[src/rtl/mesi_pkg.sv]
package mesi_pkg;
  typedef enum logic [1:0] {ST_I = 2'd0, ST_S = 2'd1, ST_E = 2'd2, ST_M = 2'd3} mstate_t;
  typedef enum logic [1:0] {BUS_NONE = 2'd0, BUS_C2M = 2'd1, BUS_M2C = 2'd2} bus_t;

  function automatic logic holds_copy(input logic [1:0] s);
    return s != ST_I;
  endfunction

  function automatic logic owns_line(input logic [1:0] s);
    return (s == ST_M) || (s == ST_E);
  endfunction
endpackage

[src/rtl/mesi_prio_arb.sv]
module mesi_prio_arb #(
  parameter int N  = 3,
  parameter int IW = 2
) (
  input  logic [N-1:0]  req,
  output logic          any,
  output logic [IW-1:0] id
);
  always_comb begin
    any = 1'b0;
    id  = '0;
    for (int k = N - 1; k >= 0; k--) begin
      if (req[k]) begin
        any = 1'b1;
        id  = IW'(k);
      end
    end
  end
endmodule

[src/rtl/mesi_step.sv]
module mesi_step
  import mesi_pkg::*;
#(
  parameter int N  = 3,
  parameter int DW = 8,
  parameter int IW = 2
) (
  input  logic [N-1:0][1:0]    st_i,
  input  logic [N-1:0][DW-1:0] dt_i,
  input  logic [DW-1:0]        mem_i,
  input  logic                 go,
  input  logic [IW-1:0]        gid,
  input  logic                 is_store,
  input  logic [DW-1:0]        wdata,
  output logic [N-1:0][1:0]    st_o,
  output logic [N-1:0][DW-1:0] dt_o,
  output logic [DW-1:0]        mem_o,
  output logic [1:0]           code,
  output logic [IW-1:0]        idx,
  output logic [DW-1:0]        rdata
);
  logic          owner_hit;
  logic [IW-1:0] owner;
  logic          peer_valid;

  always_comb begin
    owner_hit  = 1'b0;
    owner      = '0;
    peer_valid = 1'b0;
    for (int k = 0; k < N; k++) begin
      if (IW'(k) != gid) begin
        if (st_i[k] == ST_M) begin
          owner_hit = 1'b1;
          owner     = IW'(k);
        end
        if (holds_copy(st_i[k])) peer_valid = 1'b1;
      end
    end
  end

  always_comb begin
    st_o  = st_i;
    dt_o  = dt_i;
    mem_o = mem_i;
    code  = BUS_NONE;
    idx   = gid;
    if (go) begin
      if (!is_store) begin
        if (st_i[gid] == ST_I) begin
          if (owner_hit) begin
            mem_o       = dt_i[owner];
            st_o[owner] = ST_S;
            st_o[gid]   = ST_S;
            dt_o[gid]   = dt_i[owner];
            code        = BUS_C2M;
            idx         = owner;
          end else begin
            dt_o[gid] = mem_i;
            code      = BUS_M2C;
            if (peer_valid) begin
              st_o[gid] = ST_S;
              for (int k = 0; k < N; k++)
                if (IW'(k) != gid && st_i[k] == ST_E) st_o[k] = ST_S;
            end else begin
              st_o[gid] = ST_E;
            end
          end
        end
      end else begin
        case (st_i[gid])
          ST_I, ST_S: begin
            mem_o = wdata;
            for (int k = 0; k < N; k++)
              if (IW'(k) != gid) st_o[k] = ST_I;
            st_o[gid] = ST_E;
            dt_o[gid] = wdata;
            code      = BUS_C2M;
          end
          ST_E: begin
            st_o[gid] = ST_M;
            dt_o[gid] = wdata;
          end
          default: dt_o[gid] = wdata;
        endcase
      end
    end
    rdata = dt_o[gid];
  end
endmodule

[src/rtl/mesi_legal.sv]
module mesi_legal
  import mesi_pkg::*;
#(
  parameter int N  = 3,
  parameter int DW = 8
) (
  input  logic [N-1:0][1:0]    st,
  input  logic [N-1:0][DW-1:0] dt,
  input  logic [DW-1:0]        mem,
  output logic                 bad
);
  int   n_valid;
  int   n_shared;
  logic any_owner;
  logic stale;

  always_comb begin
    n_valid   = 0;
    n_shared  = 0;
    any_owner = 1'b0;
    stale     = 1'b0;
    for (int k = 0; k < N; k++) begin
      if (holds_copy(st[k])) n_valid++;
      if (st[k] == ST_S) begin
        n_shared++;
        if (dt[k] != mem) stale = 1'b1;
      end
      if (owns_line(st[k])) any_owner = 1'b1;
    end
    bad = (any_owner && n_valid > 1) || (n_shared == 1 && n_valid == 1) || stale;
  end
endmodule

[src/rtl/mesi_line_ctrl.sv]
module mesi_line_ctrl
  import mesi_pkg::*;
#(
  parameter int NCACHE = 3,
  parameter int DW     = 8,
  localparam int IW    = (NCACHE > 1) ? $clog2(NCACHE) : 1
) (
  input  logic                   clk,
  input  logic                   rst_n,
  input  logic                   pre_en,
  input  logic [2*NCACHE-1:0]    pre_state,
  input  logic [NCACHE*DW-1:0]   pre_data,
  input  logic [DW-1:0]          pre_mem,
  input  logic [NCACHE-1:0]      req_valid,
  input  logic [NCACHE-1:0]      req_store,
  input  logic [NCACHE*DW-1:0]   req_wdata,
  output logic                   done,
  output logic [IW-1:0]          done_id,
  output logic [DW-1:0]          rd_data,
  output logic [1:0]             bus_code,
  output logic [IW-1:0]          bus_idx,
  output logic [2*NCACHE-1:0]    line_state,
  output logic [NCACHE*DW-1:0]   line_data,
  output logic [DW-1:0]          mem_data,
  output logic                   illegal
);
  logic [NCACHE-1:0][1:0]    st_q, st_n;
  logic [NCACHE-1:0][DW-1:0] dt_q, dt_n, wd_arr;
  logic [DW-1:0]             mem_q, mem_n;

  logic                      grant_any;
  logic [IW-1:0]             grant_id;
  logic [1:0]                step_code;
  logic [IW-1:0]             step_idx;
  logic [DW-1:0]             step_rdata;
  logic                      state_bad;

  assign wd_arr = req_wdata;

  mesi_prio_arb #(.N(NCACHE), .IW(IW)) u_arb (
    .req (req_valid),
    .any (grant_any),
    .id  (grant_id)
  );

  mesi_step #(.N(NCACHE), .DW(DW), .IW(IW)) u_step (
    .st_i     (st_q),
    .dt_i     (dt_q),
    .mem_i    (mem_q),
    .go       (grant_any),
    .gid      (grant_id),
    .is_store (req_store[grant_id]),
    .wdata    (wd_arr[grant_id]),
    .st_o     (st_n),
    .dt_o     (dt_n),
    .mem_o    (mem_n),
    .code     (step_code),
    .idx      (step_idx),
    .rdata    (step_rdata)
  );

  mesi_legal #(.N(NCACHE), .DW(DW)) u_legal (
    .st  (st_q),
    .dt  (dt_q),
    .mem (mem_q),
    .bad (state_bad)
  );

  always_ff @(posedge clk) begin
    if (!rst_n) begin
      st_q     <= '0;
      dt_q     <= '0;
      mem_q    <= '0;
      done     <= 1'b0;
      done_id  <= '0;
      rd_data  <= '0;
      bus_code <= BUS_NONE;
      bus_idx  <= '0;
    end else if (pre_en) begin
      st_q     <= pre_state;
      dt_q     <= pre_data;
      mem_q    <= pre_mem;
      done     <= 1'b0;
      bus_code <= BUS_NONE;
    end else begin
      st_q     <= st_n;
      dt_q     <= dt_n;
      mem_q    <= mem_n;
      done     <= grant_any;
      done_id  <= grant_id;
      rd_data  <= step_rdata;
      bus_code <= step_code;
      bus_idx  <= step_idx;
    end
  end

  assign line_state = st_q;
  assign line_data  = dt_q;
  assign mem_data   = mem_q;
  assign illegal    = state_bad;
endmodule

[config.mk]
export PLATFORM = sky130hd
export DESIGN_NAME = mesi_line_ctrl
export DESIGN_NICKNAME = d
export VERILOG_FILES = /design/src/rtl/mesi_pkg.sv /design/src/rtl/mesi_prio_arb.sv /design/src/rtl/mesi_step.sv /design/src/rtl/mesi_legal.sv /design/src/rtl/mesi_line_ctrl.sv
export SDC_FILE = /design/constraint.sdc
export NUM_CORES = 1
export LEC_CHECK = 0
export BUFFER_PORTS_ARGS = -buffer_cell sky130_fd_sc_hd__buf_2
export CELL_PAD_IN_SITES_DETAIL_PLACEMENT = 1
export CELL_PAD_IN_SITES_GLOBAL_PLACEMENT = 1
export CORE_UTILIZATION = 39
export DETAILED_ROUTE_END_ITERATION = 8
export PLACE_DENSITY_LB_ADDON = 0.1
export SETUP_SLACK_MARGIN = 0.5
export SLEW_MARGIN = 20
export SYNTH_ARGS = -nofsm -noshare
export SYNTH_HDL_FRONTEND = slang
export SYNTH_SLANG_ARGS = --single-unit
[constraint.sdc]
create_clock -name clk -period 2.7 [get_ports clk]
set_input_delay 0.27 -clock clk [delete_from_list [all_inputs] [get_ports clk]]
set_output_delay 0.27 -clock clk [all_outputs]
set_load 0.005 [all_outputs]
After elaboration in Yosys (flattened, before gate mapping)
Cells that the tools add are included.
{"block": "op_classes", "eq_ne": 20, "reduce_logical": 25, "addsub": 4, "n_lt_le_gt_ge": 5, "bitwise_logic": 16, "mux": 97}
{"cell": "$mux W32", "n": 4}
{"cell": "$mux W24", "n": 5}
{"cell": "$mux W8", "n": 10}
{"cell": "$bwmux W24", "n": 3}
{"cell": "$add A32 B2 Y32 const B", "n": 2}
{"cell": "$eq A32 B2 Y1 const B", "n": 2}
{"cell": "$mux W2", "n": 31}
{"cell": "$bmux W8 S2", "n": 3}
{"cell": "$mux W6", "n": 6}
{"cell": "$gt A32 B2 Y1 const B", "n": 1}
{"cell": "$mux W1", "n": 29}
{"cell": "$ne A8 B8 Y1", "n": 3}
{"cell": "$demux W8 S2", "n": 1}
{"cell": "$and A3 B3 Y3", "n": 5}
{"cell": "$or A3 B3 Y3", "n": 5}
{"cell": "$eq A2 B2 Y1 const B", "n": 7}
{"cell": "$pmux W6 S2", "n": 1}
{"cell": "$reduce_bool A2 Y1", "n": 5}
{"cell": "$not A3 Y3", "n": 3}
{"cell": "$demux W2 S2", "n": 2}
{"cell": "$eq A2 B1 Y1 const B", "n": 4}
{"cell": "$logic_and A1 B1 Y1", "n": 7}
{"cell": "$lt A2 B3 Y1 const B", "n": 2}
{"cell": "$or A6 B6 Y6", "n": 1}
{"cell": "16 further kinds", "n": 25}
{"block": "totals", "inputBits": 71, "ff_bits": 53}

Depth between registers and ports, before layout
Gate-level depths: netlist (run 1).
{"block": "depth", "depth_word": 19, "ltp_mapped": 9}

By module
Synthesis (run 1) repeated with hierarchy kept, for this count alone.
{"block": "unflattened", "cells_unflattened": 640, "hier_area_um2": 5034.8}
{"mod": "mesi_step", "cells_each": 390, "area_each_um2": 2359.8, "n_inst": 1, "seq_area_each_um2": 0.0}
{"mod": "mesi_line_ctrl", "cells_each": 190, "area_each_um2": 2213.4, "n_inst": 1, "seq_area_each_um2": 1061.0}
{"mod": "mesi_legal", "cells_each": 57, "area_each_um2": 441.7, "n_inst": 1, "seq_area_each_um2": 0.0}
{"mod": "mesi_prio_arb", "cells_each": 3, "area_each_um2": 20.0, "n_inst": 1, "seq_area_each_um2": 0.0}

Least setup slack after synthesis (run 1)
No wires, ideal clock.
{"block": "synth_path", "path_kind": "register -> register", "from": "register st_q (netlist bit line_state[4])", "to": "register dt_q (netlist bit line_data[19])", "setup_time_ns": 0.129, "synth_period_minus_slack_ns": 2.096, "required_time_ns": 2.571, "path_slack_ns": 0.604, "t_arrival_ns": 1.967, "n_path_buf": 2, "stages_incl_launch_ff": 9, "cell_sequence": "dfxtp_1 > buf_2 > or4b_4 > o221a_4 > o21ai_2 > buf_4 > o21ai_0 > a2111oi_0 > nor2_1"}
{"block": "synth_between", "elab_chain_len": 11, "elab_cells_between_ends": 16}
{"item": "from (decl)", "line": "mesi_line_ctrl.sv:27", "text": "logic [NCACHE-1:0][1:0] st_q, st_n;"}
{"item": "from (signal assigned)", "line": "mesi_line_ctrl.sv:80", "text": "st_q <= pre_state;"}
{"item": "from (signal assigned)", "line": "mesi_line_ctrl.sv:86", "text": "st_q <= st_n;"}
{"item": "$eq A2 B2 Y1", "line": "mesi_step.sv:32", "text": "if (st_i[k] == ST_M) begin"}
{"item": "$mux W2", "line": "mesi_step.sv:32"}
{"item": "$mux W2", "line": "mesi_step.sv:31", "text": "if (IW'(k) != gid) begin"}
{"item": "$bmux W8 S2", "line": "mesi_step.sv:54", "text": "dt_o[gid] = dt_i[owner];"}
{"item": "$mux W8 (not written as such)", "line": "mesi_step.sv:54"}
{"item": "$bwmux W24", "line": "mesi_step.sv:54"}
{"item": "$mux W24", "line": "mesi_step.sv:50", "text": "if (owner_hit) begin"}
{"item": "$mux W24 (*)", "line": "mesi_step.sv:49", "text": "if (st_i[gid] == ST_I) begin"}
{"item": "$mux W24 (*)", "line": "mesi_step.sv:48", "text": "if (!is_store) begin"}
{"item": "$mux W24 (*)", "line": "mesi_step.sv:47", "text": "if (go) begin"}
{"item": "$mux W24 (*)", "line": "mesi_line_ctrl.sv:79", "text": "end else if (pre_en) begin"}
{"item": "to (signal assigned)", "line": "mesi_line_ctrl.sv:81", "text": "dt_q <= pre_data;"}
{"item": "to (signal assigned)", "line": "mesi_line_ctrl.sv:87", "text": "dt_q <= dt_n;"}
{"item": "to (decl)", "line": "mesi_line_ctrl.sv:28", "text": "logic [NCACHE-1:0][DW-1:0] dt_q, dt_n, wd_arr;"}
Mark *: on every way between the ends. The rest lies on a longest branch, timed or not. The select of a mux whose other input is x is not followed.
A chain may end at the register's enable or synchronous reset.

Final worst setup path (run 1)
{"block": "layout_path", "from": "register st_q (netlist bit line_state[1])", "to": "output illegal"}
{"block": "layout_between", "elab_chain_len": 10, "elab_cells_between_ends": 30}
{"item": "$reduce_bool A2 Y1 or $eq A2 B1 Y1 (tied branches)", "line": "mesi_pkg.sv:6, mesi_legal.sv:24"}
{"item": "$mux W1, on equally long branches", "line": "mesi_legal.sv:23, mesi_legal.sv:24"}
{"item": "$add A1 B1 Y2, on equally long branches", "line": "mesi_legal.sv:23, mesi_legal.sv:25"}
{"item": "$mux W32, on equally long branches", "line": "mesi_legal.sv:23, mesi_legal.sv:24"}
{"item": "$add A32 B2 Y32, on equally long branches", "line": "mesi_legal.sv:23, mesi_legal.sv:25"}
{"item": "$mux W32, on equally long branches", "line": "mesi_legal.sv:23, mesi_legal.sv:24"}
{"item": "$gt A32 B2 Y1 or $eq A32 B2 Y1 (tied branches)", "line": "mesi_legal.sv:30", "text": "bad = (any_owner && n_valid > 1) || (n_shared == 1 && n_valid == 1) || stale;"}
{"item": "$logic_and A1 B1 Y1", "line": "mesi_legal.sv:30"}
{"item": "$logic_or A1 B1 Y1", "line": "mesi_legal.sv:30"}
{"item": "$logic_or A1 B1 Y1 (*)", "line": "mesi_legal.sv:30"}
{"item": "to (decl)", "line": "mesi_line_ctrl.sv:25", "text": "output logic illegal"}
Mark *: on every way between the ends. The rest lies on a longest branch, timed or not.

==> impl_summary.log, run 1 <==
[metrics] met3 track utilization from global routing: 7.41%
[metrics] Final Hold Fails: 0
[metrics] die boundary height: 115 um
[metrics] number of design rule violations left after detail routing: 0
[metrics] met2 Resource Use GR: 62.9%
[metrics] startpoint of the most critical hold path: pre_data[12]
[metrics] post-synthesis register bit count: 53
[metrics] share of final-layout standard cells stronger than drive strength 1: 37.8%
[metrics] # IOs: 125
[metrics] classification of the worst setup path: flop to output port
[metrics] final critical-path required period: 2340 ps
[metrics] detailed-route vias per instance: 6.63
[metrics] RR Endpoint: rd_data[4]$_SDFFE_PN0N_
[metrics] mean area per synthesized cell: 7.62 um2
[metrics] synthesis warning total: 0
[metrics] cell count after synthesis: 649
[metrics] leftover overflow at the end of global routing: 0
[metrics] stage delay of the slowest cell on the critical path: 480 ps
[metrics] clock slew at reported path FFs: 70 ps
[metrics] nets in the synthesized netlist: 725
[metrics] core region area: 12200 um2
[metrics] share of synthesized flip-flops with an asynchronous set or reset: 0%
[metrics] launching instance or port of the critical path: line_state[1]$_SDFFE_PN0P_
[metrics] number of core rows: 40
[metrics] PD cells: 461 nW/um2
[metrics] result of the run: finished, final reports clean
[metrics] number of synthesized flops with an enable pin: 0
[metrics] Wirelength per Cell: 26.4 um
[metrics] Vias: 6425
[metrics] max capacitance violation total: 0
[metrics] CP Launch Type: flop
[metrics] crit path capture type: output port
[metrics] Worst Hold Depth: 3
[metrics] maximum number of pins on one net before global-route repair: 51
[metrics] Max Clk Rate: 0.426 GHz
[metrics] CP max stage cell: fa_1
[metrics] top cell family by delay on the critical path: adder cells
[metrics] number of buffers on the longest clock path: 2
[metrics] mapped cell area: 4940 um2
[metrics] first-pass GRT wire length: 38.0 mm
[metrics] area of the die: 13100 um2
[metrics] portion of the post-synthesis area used by sequential elements: 21.5%
[metrics] Worst R2R Setup Slack: 480 ps
[metrics] number of hold buffers added after cts: 0
[metrics] buffer cell driving the clock tree root: clkbuf_16
[metrics] initial DRC count: 720
[metrics] cell types with the largest area share after synthesis: dfxtp_1 21%, o21ai_0 7.0%, a22oi_1 4.9%
[metrics] Initial Util: 40.6%
[metrics] weighted congestion reported at the end of routability-driven placement: 0.961
[metrics] P&R area growth vs syn: 34.3%
[metrics] worst-margin pin slew: 699 ps
[metrics] layout net count: 876
[metrics] part of the cycle the worst path needs: 86.8%
[metrics] count of pins over their slew limit: 0
[metrics] dominant cell type by area after synthesis: dfxtp_1
[metrics] WL final: 25.6 mm
[metrics] count of input and output buffers: 124
[metrics] busiest metal layer after global routing: met2
[metrics] chip width: 115 um
[metrics] Bufs and invs on worst path: 2
[metrics] setup TNS after final layout: 0 ps
[metrics] peak ir drop on the vdd network: 0.246 mV
[metrics] unrepaired setup endpoints after global routing: yes
[metrics] critical path data arrival time: 2070 ps
[metrics] core occupancy in the finished layout: 54.6%
[metrics] Clock Sink Count: 53
[metrics] path depth of the worst reg2reg path: 7
[metrics] Final ANT Viol Nets: 0
[metrics] setup skew after layout: 3.77 ps
[metrics] DRT Pass-1 Iters: 5
[metrics] via count of the first global-routing pass: 6508
[metrics] worst min-delay path class: primary input to flop
[metrics] peak fanout along the critical path: 8
[metrics] commonest register cell after synthesis: dfxtp_1
[metrics] CP Cell Sequence: nor2_4 > buf_6 > fa_1 > o32a_1 > nand4_1 > buf_2
[metrics] routing usage on met1: 51.0%
[metrics] beginning of the worst register-to-register path: line_state[0]$_SDFFE_PN0P_
[metrics] area share of the leading cell type in the synthesized netlist: 21.5%
[metrics] all-layer global routing usage: 38.6%
[metrics] deepest level of the CTS H-tree: 2
[metrics] static leakage: 0.00270 uW
[metrics] Required @ worst endpoint: 2430 ps
[metrics] Hold Path Sink: line_data[12]$_SDFF_PN0_
[metrics] number of buffers created by CTS: 5
[metrics] CTS tree: built
[metrics] worst relative slew slack: 53.3%
[metrics] number of library cell types mapped by synthesis: 88
[metrics] hpwl dp: 18.2 mm
[metrics] Skew-Pair Late Insertion Delay: 310 ps
[metrics] endpoints failing setup: 0
[metrics] initial antenna violation count: 0
-- registers in the layout, summed over array words and instances (netlist names) --
signal	flops
bus_code	2
mem_data	8
line_data	24
done_id	2
done	1
rd_data	8
line_state	6
bus_idx	2
-- placed cells by master, fill, tap and decap left out, drive strengths merged, types with 10 or more instances in the layout --
master  count
a22oi      32
mux2i      10
dfxtp      53
o211ai     13
nand4      12
a221oi     13
a21oi      47
nor3       13
xnor2      24
nor2       31
a31oi      11
inv        12
a311oi     11
nand3      12
buf       210
a211o      11
o21ai      77
and2       11
nand2      63
-- per-stage QoR --
stage	hold slack, ps	power [uW]	std cells	area, um2	worst slack [ps]
floorplan	379	1650	649	4940	604
global placement	469	2100	927	5880	142
detailed placement	479	2140	927	5880	59.5
CTS	163	2920	955	6340	392
global route	193	3180	968	6630	305
finish	166	3060	969	6640	355
-- power by group --
group	total (uW)	internal, uW	leakage, uW	switching, uW
clock	673	366	0.0000700	307
sequential	997	851	0.000441	146
combinational	1390	606	0.00218	785
total	3060	1820	0.00270	1240
-- synth_stat cells (13+ instances only) --
library cell / number
a221oi_1: 13
nand2_1: 63
o21ai_0: 69
clkbuf_1: 37
a22oi_1: 32
nor2_1: 29
dfxtp_1: 53
o211ai_1: 13
buf_2: 17
a21oi_1: 46
xnor2_1: 24
-- worst max-delay path by stage --
stage	cells past startpoint	to	slack, ps
2_1_floorplan	8	line_data[19]$_SDFF_PN0_	600
3_3_place_gp	9	line_data[23]$_SDFF_PN0_	140
3_5_place_dp	9	line_data[23]$_SDFF_PN0_	60
4_1_cts	6	illegal	390
5_1_grt	6	illegal	310
6_report	6	illegal	360
-- tightest hold or removal path: stages --
cell	delay, ps
buf_2	70
nand2_1	30
o21ai_0	60
-- layer usage --
metal	routed length (um)	vias to the layer above	part of all wire (%)
met5	0	-	0
met2	11800	381	46
li1	-	2807	-
met4	677	0	2.6
met1	10800	3174	42
met3	2280	63	8.9
-- layout make-up --
class / count / area, um2
Timing Repair Buffer: 212 / 1350
Fill cell: 1529 / 5530
Multi-Input combinational cell: 514 / 3790
Tap cell: 168 / 210
Sequential cell: 53 / 1080
Clock buffer: 7 / 143
Inverter: 14 / 55.1
Antenna cell: 1 / 2.50
-- kinds of logic (layout without fill, tap and decap cells) --
family / after synthesis / in the layout / synth area share [%]
adders and majority gates: 6 / 6 / 1.65
other: 0 / 1 / 0
muxes: 10 / 10 / 2.03
AOI/OAI and AO/OA: 300 / 300 / 44.4
DFF: 53 / 53 / 21.5
buffers and inverters: 82 / 233 / 7.65
and+or+nand+nor: 174 / 174 / 18.5
xor gates and xnor gates: 24 / 24 / 4.25
-- repair_timing --
| item | in CTS | in global routing |
|---|---|---|
| pin swaps | 11 | 18 |
| setup buffers | 21 | 13 |
| gates resized for setup | 46 | 43 |
| setup endpoints to repair | 37 | 46 |
(Power assumes the default switching activity.)
==> run 2: changes to the inputs <==
Settings changed: PLACE_DENSITY_LB_ADDON 0.1 to 0.25.
==> impl_summary.log, run 2 (synthesized netlist as in run 1, its figures left out) <==
[metrics] Vias: 6306 (was 6425)
[metrics] Skew-Pair Late Insertion Delay: 310 ps (about the same)
[metrics] RR Endpoint: line_data[4]$_SDFF_PN0_ (was rd_data[4]$_SDFFE_PN0N_)
[metrics] CTS tree: built (unchanged)
[metrics] initial antenna violation count: 0 (unchanged)
[metrics] diode count: 0 (was 1)
[metrics] setup skew after layout: 10.0 ps (was 3.77 ps)
[metrics] pre-CTS WS: 79.0 ps (was 59.5 ps)
[metrics] deepest level of the CTS H-tree: 2 (unchanged)
[metrics] count of input and output buffers: 124 (unchanged)
[metrics] Final Hold Fails: 0 (unchanged)
[metrics] max capacitance violation total: 0 (unchanged)
[metrics] static leakage: 0.00266 uW (was 0.00270 uW)
[metrics] detailed-route vias per instance: 6.60 (was 6.63)
[metrics] Final ANT Viol Nets: 0 (unchanged)
[metrics] Hold Slack: 159 ps (was 166 ps)
[metrics] endpoints failing setup: 0 (unchanged)
[metrics] die boundary height: 115 um (unchanged)
[metrics] share of final-layout standard cells stronger than drive strength 1: 35.3% (was 37.8%)
[metrics] number of buffers created by CTS: 5 (unchanged)
[metrics] maximum number of pins on one net before global-route repair: 33 (was 51)
[metrics] number of core rows: 40 (unchanged)
[metrics] Wirelength per Cell: 26.2 um (was 26.4 um)
[metrics] via count of the first global-routing pass: 6330 (was 6508)
[metrics] proportion of power drawn by the clock network: 24.1% (was 22.0%)
[metrics] first-pass GRT wire length: 37.2 mm (was 38.0 mm)
[metrics] CP Launch Type: flop (unchanged)
[metrics] beginning of the worst register-to-register path: line_state[4]$_SDFFE_PN0P_ (was line_state[0]$_SDFFE_PN0P_)
[metrics] initial DRC count: 558 (was 720)
[metrics] Switching Share: 40.4% (about the same)
[metrics] leftover overflow at the end of global routing: 0 (unchanged)
[metrics] Worst R2R Setup Slack: 430 ps (was 480 ps)
[metrics] number of hold buffers added after cts: 0 (unchanged)
[metrics] setup TNS after final layout: 0 ps (unchanged)
[metrics] startpoint of the most critical hold path: pre_data[9] (was pre_data[12])
[metrics] path depth of the worst reg2reg path: 7 (unchanged)
[metrics] WL final: 25.0 mm (was 25.6 mm)
[metrics] all-layer global routing usage: 37.7% (was 38.6%)
[metrics] Required @ worst endpoint: 2890 ps (was 2430 ps)
[metrics] clock slew at reported path FFs: 80 ps (was 70 ps)
[metrics] Initial Util: 40.6% (unchanged)
[metrics] layout net count: 862 (was 876)
[metrics] critical path data arrival time: 2460 ps (was 2070 ps)
[metrics] P_sw: 1250 uW (was 1240 uW)
[metrics] Clock Sink Count: 53 (unchanged)
[metrics] part of the power in registers: 32.4% (was 32.6%)
[metrics] DRT Pass-1 Iters: 5 (unchanged)
[metrics] crit path capture type: flop (was output port)
[metrics] Max Clk Rate: 0.440 GHz (was 0.426 GHz)
[metrics] classification of the worst setup path: flop to flop (was flop to output port)
[metrics] chip width: 115 um (unchanged)
[metrics] part of the cycle the worst path needs: 84.2% (was 86.8%)
[metrics] peak fanout along the critical path: 7 (was 8)
[metrics] weighted congestion reported at the end of routability-driven placement: 1.02 (was 0.961)
[metrics] result of the run: finished, final reports clean (unchanged)
[metrics] leading cell type in the layout, fill and taps excluded: buf_2 (unchanged)
[metrics] peak ir drop on the vdd network: 0.281 mV (was 0.246 mV)
[metrics] Internal Power: 1840 uW (was 1820 uW)
[metrics] Worst Hold Depth: 3 (unchanged)
[metrics] # IOs: 125 (unchanged)
[metrics] hpwl dp: 18.4 mm (was 18.2 mm)
[metrics] number of design rule violations left after detail routing: 0 (unchanged)
[metrics] worst relative slew slack: 49.2% (was 53.3%)
[metrics] count of pins over their slew limit: 0 (unchanged)
[metrics] unrepaired setup endpoints after global routing: yes (unchanged)
[metrics] P&R area growth vs syn: 32.5% (was 34.3%)
[metrics] PD cells: 473 nW/um2 (was 461 nW/um2)
[metrics] worst min-delay path class: primary input to flop (unchanged)
[metrics] final critical-path required period: 2270 ps (was 2340 ps)
[metrics] area of the die: 13100 um2 (unchanged)
[metrics] buffer cell driving the clock tree root: clkbuf_16 (unchanged)
[metrics] worst setup margin: 428 ps (was 355 ps)
[metrics] number of buffers on the longest clock path: 2 (unchanged)
[metrics] Hold Path Sink: line_data[9]$_SDFF_PN0_ (was line_data[12]$_SDFF_PN0_)
[metrics] Logic pwr share: 43.5% (was 45.5%)
[metrics] core region area: 12200 um2 (unchanged)
[metrics] most frequent cells in the layout: 123 x buf_2, 64 x o21ai_0, 62 x buf_4, 60 x nand2_1, 47 x dfxtp_1 (was 121 x buf_2, 78 x buf_4, 64 x o21ai_0, 59 x nand2_1, 47 x dfxtp_1)
[metrics] worst-margin pin slew: 754 ps (was 699 ps)
[metrics] number of flip-flops under the largest register name: 24 (unchanged)
run 2: cell count changes in the layout (fill, tap and decap cells not counted), moves of 2 or more:
cell,before,now
buf_12,2,5
nor2_2,4,2
a2111oi_2,4,2
buf_6,8,6
buf_4,78,62
nor2_1,24,26
buf_2,121,123
run 2: timing repair:
item | 4_1_cts | 5_1_grt
pin swaps | 9 | 12
gates resized for setup | 36 | 44
gates cloned | 0 | 2
setup buffers | 11 | 8
hold endpoints to repair | 0 | 0
endpoints found under the setup margin | 33 | 26
run 2: layout make-up:
cell class | count | area [um2]
Inverter | 14 | 55.1
Clock buffer | 7 | 153
Tap cell | 168 | 210
Timing Repair Buffer | 198 | 1270
Sequential cell | 53 | 1080
Fill cell | 1534 | 5620
Clock inverter | 1 | 8.76
Multi-Input combinational cell | 514 | 3760
run 2: stage by stage:
| stage | area [um2] | total power (uW) | utilization [%] | std cells |
|---|---|---|---|---|
| floorplan | 4940 | 1650 | - | 649 |
| global placement | 5880 | 2110 | 48.4 | 926 |
| detailed placement | 5880 | 2140 | 48.4 | 926 |
| CTS | 6280 | 2960 | 51.6 | 945 |
| global route | 6550 | 3210 | 53.8 | 955 |
| finish | 6550 | 3100 | 53.8 | 955 |
run 2: worst max-delay path by stage:
stage	start	to	slack, ps	depth (start not counted)
finish	line_state[4]$_SDFFE_PN0P_	line_data[4]$_SDFF_PN0_	430	7
global route	line_state[4]$_SDFFE_PN0P_	line_data[4]$_SDFF_PN0_	430	7
CTS	line_state[1]$_SDFFE_PN0P_	illegal	460	9
detailed placement	req_valid[2]	line_data[19]$_SDFF_PN0_	80	8
global placement	line_state[5]$_SDFFE_PN0P_	line_data[19]$_SDFF_PN0_	140	7
floorplan	line_state[4]$_SDFFE_PN0P_	line_data[19]$_SDFF_PN0_	600	8
run 2: worst max-delay path, cell delays in order (launching register included):
cell and delay (ps):
dfxtp_4 380, or4b_4 570, o221a_4 180, o21ai_4 170, buf_2 230, nand2_1 140, a221oi_1 360, a21oi_1 120
run 2: power by group through the flow:
stage	registers, uW	logic (uW)	clock network [uW]
floorplan	934	717	0
global placement	1000	1110	0
detailed placement	1010	1130	0
CTS	992	1220	750
global route	1010	1420	775
finish	1000	1350	747
run 2: routing by layer:
metal	global-route usage [%]	routed length, um	up-vias	share of wire, %
met5	2.35	0	-	0
met4	13.5	701	0	2.8
met3	8.84	2310	58	9.2
met2	58.4	11100	387	44
met1	50.8	10900	3081	44
li1	-	-	2780	-
